===== config.mk =====
export PLATFORM = sky130hd
export DESIGN_NAME = dice_exec_unit
export DESIGN_NICKNAME = d
export VERILOG_FILES = /design/src/rtl/dice_exec_unit.sv
export SDC_FILE = /design/constraint.sdc
export NUM_CORES = 1
export LEC_CHECK = 0
export ABC_AREA = 1
export BUFFER_PORTS_ARGS = -buffer_cell sky130_fd_sc_hd__buf_2
export CORE_UTILIZATION = 56
export CTS_CLUSTER_DIAMETER = 30
export CTS_CLUSTER_SIZE = 12
export DETAILED_ROUTE_END_ITERATION = 7
export MAX_ROUTING_LAYER = met4
export PLACE_DENSITY = 0.89
export SLEW_MARGIN = 10
export SYNTH_ARGS = -nofsm -noshare
export SYNTH_HDL_FRONTEND = slang
export SYNTH_SLANG_ARGS = --single-unit

===== constraint.sdc =====
create_clock -name clk -period 2.4 [get_ports clk]
set_clock_uncertainty 0.15 [all_clocks]
set_input_delay 0.36 -clock clk [delete_from_list [all_inputs] [get_ports clk]]
set_output_delay 0.36 -clock clk [all_outputs]
set_load 0.01 [all_outputs]

===== src/rtl/dice_exec_unit.sv =====
module dice_exec_unit #(
  parameter logic [2:0] AC_ADDR  = 3'd6,
  parameter logic [2:0] STR_ADDR = 3'd0,
  parameter logic [2:0] DEX_ADDR = 3'd1,
  parameter int         N_DICE   = 6,
  parameter int         DIV_W    = 3
) (
  input  logic       clk,
  input  logic       rst_n,
  input  logic       start_i,
  input  logic [7:0] instr_i,
  input  logic       seq_done_i,
  output logic [7:0] result_o,
  output logic       result_valid_o,
  output logic       hit_o,
  output logic       crit_o,
  output logic       busy_o,
  output logic [7:0] ir_o
);

  localparam int TOP_DIE = N_DICE - 1;

  typedef enum logic [2:0] {S_IDLE, S_EXEC, S_CMP, S_DADD, S_EXTRA, S_WAIT} state_t;

  function automatic int faces_of(int k);
    case (k)
      0: faces_of = 4;
      1: faces_of = 6;
      2: faces_of = 8;
      3: faces_of = 10;
      4: faces_of = 12;
      default: faces_of = 20;
    endcase
  endfunction

  state_t     st_q;
  logic [7:0] ir_q, sum_q, x_q, res_q;
  logic       valid_q, hit_q, crit_q;
  logic [4:0] mem_q [8];
  logic [4:0] die_val [N_DICE];
  logic [4:0] pick;

  for (genvar k = 0; k < N_DICE; k++) begin : g_die
    localparam logic [4:0] FACES = 5'(faces_of(k));
    logic [DIV_W-1:0] div_q;
    logic [4:0]       val_q;
    always_ff @(posedge clk) begin
      if (!rst_n) begin
        div_q <= '0;
        val_q <= 5'd1;
      end else if (div_q == DIV_W'(k)) begin
        div_q <= '0;
        val_q <= (val_q == FACES) ? 5'd1 : val_q + 5'd1;
      end else begin
        div_q <= div_q + 1'b1;
      end
    end
    assign die_val[k] = val_q;

    assert_die_range_R4: assert property (@(posedge clk) disable iff (!rst_n)
      (val_q >= 5'd1) && (val_q <= FACES));
  end

  always_comb begin
    case (ir_q[2:0])
      3'd0: pick = die_val[0];
      3'd1: pick = die_val[1];
      3'd2: pick = die_val[2];
      3'd3: pick = die_val[3];
      3'd4: pick = die_val[4];
      3'd5: pick = die_val[5];
      default: pick = 5'd0;
    endcase
  end

  wire       is_stat  = ir_q[7:5] != 3'b111;
  wire       is_roll  = ir_q[7:4] == 4'b1110;
  wire [2:0] dmg_addr = ir_q[3] ? DEX_ADDR : STR_ADDR;
  wire [7:0] total    = sum_q + x_q;
  wire       nat20    = sum_q == 8'd20;

  always_ff @(posedge clk) begin
    if (!rst_n) begin
      st_q    <= S_IDLE;
      ir_q    <= '0;
      sum_q   <= '0;
      x_q     <= '0;
      res_q   <= '0;
      valid_q <= 1'b0;
      hit_q   <= 1'b0;
      crit_q  <= 1'b0;
      for (int i = 0; i < 8; i++) mem_q[i] <= '0;
    end else begin
      case (st_q)
        S_IDLE: if (start_i) begin
          ir_q    <= instr_i;
          valid_q <= 1'b0;
          st_q    <= S_EXEC;
        end
        S_EXEC: begin
          if (is_stat) begin
            mem_q[ir_q[7:5]] <= ir_q[4:0];
            st_q <= S_WAIT;
          end else if (is_roll) begin
            if (ir_q[3]) begin
              st_q <= S_WAIT;
            end else begin
              sum_q <= {3'b000, die_val[TOP_DIE]};
              x_q   <= {3'b000, mem_q[ir_q[2:0]]};
              st_q  <= S_CMP;
            end
          end else if (hit_q) begin
            sum_q <= {3'b000, pick};
            x_q   <= {3'b000, mem_q[dmg_addr]};
            st_q  <= S_DADD;
          end else begin
            hit_q  <= 1'b0;
            crit_q <= 1'b0;
            st_q   <= S_WAIT;
          end
        end
        S_CMP: begin
          res_q   <= total;
          valid_q <= 1'b1;
          crit_q  <= nat20;
          hit_q   <= nat20 || (total >= {3'b000, mem_q[AC_ADDR]});
          st_q    <= S_WAIT;
        end
        S_DADD: begin
          sum_q <= total;
          if (crit_q) begin
            st_q <= S_EXTRA;
          end else begin
            res_q   <= total;
            valid_q <= 1'b1;
            hit_q   <= 1'b0;
            crit_q  <= 1'b0;
            st_q    <= S_WAIT;
          end
        end
        S_EXTRA: begin
          res_q   <= sum_q + {3'b000, pick};
          valid_q <= 1'b1;
          hit_q   <= 1'b0;
          crit_q  <= 1'b0;
          st_q    <= S_WAIT;
        end
        S_WAIT: if (seq_done_i) begin
          valid_q <= 1'b0;
          st_q    <= S_IDLE;
        end
        default: st_q <= S_IDLE;
      endcase
    end
  end

  assign result_o       = res_q;
  assign result_valid_o = valid_q;
  assign hit_o          = hit_q;
  assign crit_o         = crit_q;
  assign busy_o         = st_q != S_IDLE;
  assign ir_o           = ir_q;

  assert_ir_hold_R2: assert property (@(posedge clk) disable iff (!rst_n)
    (busy_o && !(st_q == S_WAIT && seq_done_i)) |=> $stable(ir_q));

  assert_stat_no_result_R3: assert property (@(posedge clk) disable iff (!rst_n)
    (st_q == S_EXEC && is_stat) |=> (!valid_q && $stable(hit_q) && $stable(crit_q)));

  assert_crit_implies_hit_R6: assert property (@(posedge clk) disable iff (!rst_n)
    crit_q |-> hit_q);

  assert_noop_quiet_R7: assert property (@(posedge clk) disable iff (!rst_n)
    (st_q == S_EXEC && is_roll && ir_q[3]) |=> ($stable(hit_q) && $stable(crit_q) && $stable(res_q) && !valid_q));

  assert_miss_clears_R9: assert property (@(posedge clk) disable iff (!rst_n)
    (st_q == S_EXEC && !is_stat && !is_roll && !hit_q) |=> (!hit_q && !crit_q && !valid_q));

  assert_damage_clears_R10: assert property (@(posedge clk) disable iff (!rst_n)
    (st_q == S_EXTRA) |=> (!hit_q && !crit_q && valid_q));

  assert_wait_hold_R11: assert property (@(posedge clk) disable iff (!rst_n)
    (st_q == S_WAIT && !seq_done_i) |=> (st_q == S_WAIT && $stable(res_q) && $stable(valid_q)));

endmodule


==> results_dict.tcl, run 1 <==
set metrics [dict create \
    overflow 0 \
    via_count 6431 \
    reg2regPathDepth 16 \
    antenna_found_initial 0 \
    routed_wl_mm 20.0 \
    rr_endpoint "result_o[6]" \
    track_usage_pct 31.6 \
    min_period_ps 2870 \
    drcViolationCount 82 \
    cts_made_buffers 17 \
    placeableCoreArea_mm2 0.0114 \
    rows 39 \
    status "complete, but fails checks" \
    cts_buffer_depth 2 \
    hold_path_class "in -> reg" \
    fillCellCount 741 \
    htreeDepth 4 \
    max-vdd-ir-drop_mv 0.784 \
    worstSetupStartpoint "ir_o[0]" \
    synth_edf_count 40 \
    cap_violations 0 \
    setup_ws_ps -472 \
    synth_seq_area_share_pct 44.9 \
    cts.clk_slew.worst_paths_ps 60 \
    antennaDiodeCount 0 \
    drive_gt1_share_pct 20.8 \
    post-synth-top-area-cell "dfxtp_1" \
    fmax_mhz 348 \
    cts_root_buf "clkbuf_16" \
    relSlewSlack_pct 60.8 \
    ant_nets 0 \
    portBuffers 31 \
    tritoncts "yes" \
    grt_pass1_wl_mm 27.9 \
    gp_congestion 0.969 \
    dp.cells 995 \
    syn2layout_area_growth_pct 23.9 \
    setup_viol 7 \
    powerDensity_mw_per_mm2 855 \
    die_y_um 110 \
    reg2reg_from "ir_o[0]" \
    finalMaxSlewViolations 0 \
    worst-path-max-fanout 6 \
    routedWlPerCell_um 19.2 \
    synthCells 792 \
    critical_path.endpoint "result_o[6]" \
    finish.utilization_pct 70.9 \
    dr.pass1.iters 8 \
    cts_sinks 126 \
    via_per_inst 6.18 \
    yosys_warnings 0 \
    critPathLaunchType "register" \
    rsz0062_at_grt "yes" \
    ys_ff_latch 126 \
    yosys.area.top_type_share_pct 26.4 \
    hold_violations 0 \
    synth_area_per_cell_um2 8.22 \
    netlist_top_cells_area "dfxtp_1 26%, edfxtp_1 18%, ha_1 7.5%, inv_1 6.3%, nor2_1 6.1%" \
    dp_hpwl_mm 11.5 \
    ioPinCount 32 \
    start_util_pct 57.3 \
    synth_cell_type_count 50 \
    grt_pass1_vias 5796 \
    instances_no_fill 1041 \
    fin_crit_sh_pct 120 \
    die_w_um 110 \
    p_leak_uw 0.00339 \
    async_flop_share_pct 0 \
    violations "DRC, setup timing" \
    path_class "reg -> reg" \
    worst_pin_slew_ps 587 \
    insertion_delay_ps 430 \
    cp_data_required_time_ps 2630 \
    die_area_mm2 0.0121 \
    grt_max_degree 36 \
    final_nets 938 \
    syn_area_mm2 0.00651 \
    synth_ff_type "dfxtp_1" \
    hold_buffers 0 \
    endpoint_kind "register" \
    drt-initial-drc-count 1095 \
    arrival_ps 3100 \
    min_path_cells 3 \
    r2r_setup_slack_ps -470 \
]
worst min-delay path by stage:
stage / from / end / slack, ps
floorplan: g_die[3].div_q[0] / g_die[3].div_q[0] / 250
global placement: g_die[3].div_q[0] / g_die[3].div_q[0] / 260
detailed placement: g_die[3].div_q[0] / g_die[3].div_q[0] / 270
CTS: instr_i[6] / ir_o[6] / 70
global route: instr_i[6] / ir_o[6] / 90
finish: instr_i[6] / ir_o[6] / 60
flip-flops by register name, summed over array words and instances, names as in the netlist, named ones only:
name            count
crit_o              1
g_die.div_q        18
g_die.val_q        30
hit_o               1
ir_o                8
mem_q              40
result_o            8
result_valid_o      1
st_q                3
sum_q               8
x_q                 5
cell type report:
type | count | area (µm²) | share of cell area (%)
well taps | 143 | 179 | 2.22
repair buffers | 90 | 602 | 7.46
inverters | 121 | 468 | 5.80
flip-flops and latches | 126 | 2940 | 36.4
multi-input cells | 529 | 3260 | 40.4
clock buffers | 18 | 429 | 5.32
clock inverters | 14 | 194 | 2.40
power by group:
part	total, µW	internal [µW]	switching, µW	leakage (µW)
Combinational	1560	555	1000	0.00197
Clock	2750	1740	1020	0.000302
Sequential	2590	2400	185	0.00112
synthesized netlist by cell type, drive strengths merged, types with 2 or more instances:
master	count
inv	118
nor2	112
nand2	104
dfxtp	86
o21ai	76
a21oi	45
edfxtp	40
ha	39
o211ai	22
nand3	19
nand4	17
clkbuf	14
a31oi	13
nor3	13
xor2	12
xnor2	9
o21bai	8
o22ai	8
buf	6
nor4	5
o221ai	4
clkinv	3
nor3b	3
a211oi	2
fa	2
o2111ai	2
o32ai	2
layout by cell type (no fill, tap or decap), types with 11 or more instances in the layout:
cell type and instances:
edfxtp_1 40, inv_1 106, buf_4 58, xor2_1 12, o21ai_0 63, nand2_1 95, ha_1 33, o21ai_1 11
dfxtp_1 79, nor2_1 105, a31oi_1 13, o211ai_1 21, nor3_1 13, nand3_1 13, nand4_1 17, clkbuf_16 17
a21oi_1 42, buf_2 31
metrics by stage:
| stage | worst slack, ps | hold slack, ps | TNS (ps) | power [µW] | cell area, µm² |
|---|---|---|---|---|---|
| global placement | -118 | 261 | -169 | 3820 | 7120 |
| detailed placement | -255 | 270 | -509 | 3870 | 7120 |
| global route | -596 | 91.6 | -3300 | 7130 | 8070 |
| floorplan | -29.1 | 249 | -54.2 | 3410 | 6550 |
| finish | -472 | 61.3 | -2290 | 6900 | 8070 |
| CTS | -155 | 69.8 | -259 | 6640 | 7860 |
logic make-up after synthesis:
logic type | count (synthesis) | share of synthesized area (%)
compound gates | 187 | 17.0
xor+xnor | 21 | 2.82
fa+ha+maj | 41 | 8.11
buf+inv | 141 | 8.51
flops | 126 | 44.9
other cells | 1 | 0.0576
simple gates | 275 | 18.6
critical path: stages (launching register included):
cell,delay [ps]
dfxtp_4,440
clkinvlp_4,170
nand3_4,180
o22ai_2,100
nor2_1,170
o221ai_2,230
ha_1,430
buf_4,140
nand3_2,70
nand2_2,70
nand2_2,60
a21oi_2,130
xor2_1,170
nand2_1,70
o21ai_1,100
o21bai_1,80
inv_1,50
timing repair:
action / CTS / global route
endpoints found under the setup margin: 5 / 8
gates resized for setup: 25 / 29
buffers inserted: 6 / 8
pin swaps: 11 / 29
metal layers:
metal	share of wire, %	global-route usage, %	up-vias
li1	-	-	2851
met1	36	35.7	2909
met2	47	51.6	501
met3	11	9.72	170
met4	6.3	14.1	0
met5	0	-	-
(Power assumes the default switching activity.)
==> run 2: changes to the inputs <==
--- a/config.mk
+++ b/config.mk
@@ -6,13 +6,13 @@
 export NUM_CORES = 1
 export LEC_CHECK = 0
 export ABC_AREA = 1
-export BUFFER_PORTS_ARGS = -buffer_cell sky130_fd_sc_hd__buf_2
-export CORE_UTILIZATION = 56
+export CORE_UTILIZATION = 58
 export CTS_CLUSTER_DIAMETER = 30
 export CTS_CLUSTER_SIZE = 12
 export DETAILED_ROUTE_END_ITERATION = 7
+export DONT_BUFFER_PORTS = 1
 export MAX_ROUTING_LAYER = met4
-export PLACE_DENSITY = 0.89
+export PLACE_DENSITY = 0.88
 export SLEW_MARGIN = 10
 export SYNTH_ARGS = -nofsm -noshare
 export SYNTH_HDL_FRONTEND = slang
==> run 2 against run 1 <==
Effect of this change:
- the run ends with setup timing left
- power shrank 3.5%
- global-route usage decreased by 1.1 points
- clock-buffer cell count did not move
- wire length down 14%
- sequential cell count is the same
- critical path depth up 1
- core utilization increased by 1.6 points
- highest routed layer unchanged
==> results_dict.tcl, run 2 (synthesized netlist as in run 1, its figures left out) <==
set metrics [dict create \
    status "complete, but fails checks" \
    violations "setup timing" \
    syn2layout_area_growth_pct 21.3 \
    cts_root_buf "clkbuf_8" \
    drive_gt1_share_pct 16.0 \
    placeableCoreArea_mm2 0.0109 \
    portBuffers 0 \
    finish.utilization_pct 72.6 \
    dr.pass1.iters 7 \
    insertion_delay_ps 550 \
    seqPwrFrac_pct 39.1 \
    fmax_mhz 399 \
    cts_sinks 126 \
    final_cell_mix "107 x inv_1, 105 x nor2_1, 95 x nand2_1, 83 x dfxtp_1, 63 x o21ai_0" \
    largest_register_ffs 40 \
    cts_made_buffers 17 \
    worst_pin_slew_ps 677 \
    worst-path-max-fanout 7 \
    p_int_uw 4600 \
    overflow 0 \
    relSlewSlack_pct 54.5 \
    p_leak_uw 0.00325 \
    finalMaxSlewViolations 0 \
    combPwrFrac_pct 20.2 \
    fin_area_mm2 0.00790 \
    endpoint_kind "register" \
    rsz0062_at_grt "yes" \
    top_regs "mem_q x40, g_die.val_q x30, g_die.div_q x18" \
    final_common_cell "inv_1" \
    critPathLaunchType "register" \
    track_usage_pct 30.6 \
    totalPowerFinal_uw 6650 \
    routedWlPerCell_um 17.0 \
    rows 38 \
    via_count 5971 \
    ant_nets 0 \
    grt_pass1_wl_mm 26.3 \
    max-vdd-ir-drop_mv 0.750 \
    antennaDiodeCount 0 \
    fin_crit_sh_pct 104 \
    cts_buffer_depth 2 \
    die_area_mm2 0.0117 \
    placed_cell_area_mm2 0.00698 \
    cp_data_required_time_ps 2740 \
    start_util_pct 59.8 \
    drcViolationCount 0 \
    path_class "reg -> reg" \
    hold_path_class "in -> reg" \
    die_y_um 108 \
    place_ws_ps -167 \
    final_nets 913 \
    powerDensity_mw_per_mm2 842 \
    p_clk_share_pct 40.7 \
    via_per_inst 5.89 \
    p_sw_uw 2050 \
    cts.clk_slew.worst_paths_ps 60 \
    fillCellCount 702 \
    tritoncts "yes" \
    regMostFlops "mem_q" \
    gp_congestion 0.972 \
    grt_pass1_vias 5537 \
    drt-initial-drc-count 703 \
    grt_max_degree 57 \
    swShare_pct 30.8 \
    htreeDepth 4 \
    setup_viol 4 \
    arrival_ps 2840 \
    cap_violations 0 \
    hold_violations 0 \
    dp_hpwl_mm 10.9 \
    routed_wl_mm 17.2 \
    min_period_ps 2500 \
    finalHoldWorstSlack_ps 48.7 \
    die_w_um 108 \
    antenna_found_initial 0 \
    setup_ws_ps -104 \
    ioPinCount 32 \
]
==> run 2: cell count changes in the layout (fill, tap and decap cells not counted), moves of 3 or more <==
cell	change
buf_2	-31
dlygate4sd3_1	+11
buf_4	-5
dfxtp_1	+4
dfxtp_2	-4
clkinv_4	-3
o22ai_1	+3
==> run 2: stage by stage <==
stage          TNS [ps]  cells
6_report           -310   1013
5_1_grt           -1100   1013
4_1_cts           -77.4   1012
3_5_place_dp       -342    963
3_3_place_gp       -200    963
2_1_floorplan     -54.2    796
==> run 2: critical path, stage by stage, from the launching register on <==
cell and delay [ps]:
dfxtp_4 380, inv_6 90, nand3_2 80, buf_4 160, o22a_1 200, nand2_1 90
inv_1 70, fa_2 370, inv_2 70, nand3_2 70, nand2_2 90, nand2_2 60
a21oi_2 130, xor2_1 160, nand2_1 70, o21ai_1 90, o21bai_1 70, inv_1 50
==> run 2: layer usage <==
metal	up-vias	part of all wire, %	global-route usage, %
li1	2808	-	-
met1	2741	39	35.3
met2	329	47	49.3
met3	93	8.8	7.53
met4	0	5.0	15.9
met5	-	0	-
==> run 2: power by group through the flow <==
stage / clock network [µW] / registers (µW) / logic [µW]
2_1_floorplan: 0 / 2590 / 819
3_3_place_gp: 0 / 2620 / 1150
3_5_place_dp: 0 / 2630 / 1180
4_1_cts: 2710 / 2600 / 1270
5_1_grt: 2800 / 2630 / 1460
6_report: 2710 / 2600 / 1340
==> run 2: area by class of cell <==
type | count | area (µm²) | share of cell area, %
Multi-Input combinational cell | 529 | 3180 | 40.3
Sequential cell | 126 | 2930 | 37.1
Timing Repair Buffer | 65 | 528 | 6.68
Inverter | 121 | 465 | 5.89
Clock buffer | 18 | 428 | 5.42
Clock inverter | 14 | 190 | 2.41
Tap cell | 140 | 175 | 2.22
==> run 2: path summary, 6_finish.rpt <==
kind | start | endpoint | slack [ps] | depth (start not counted)
setup / recovery | ir_o[2] | result_o[6] | -100 | 17
hold / removal | rst_n | g_die[2].val_q[4] | 50 | 3
setup reg to reg | ir_o[2] | result_o[6] | -100 | 17
hold reg to reg | g_die[3].div_q[0] | g_die[3].div_q[0] | 280 | 1
==> run 2: timing repair <==
action | CTS | global route
buffers inserted | 5 | 1
hold buffers | 12 | 0
hold endpoints to repair | 106 | 0
gates resized for setup | 29 | 7
setup endpoints to repair | 5 | 6
pin swaps | 12 | 7
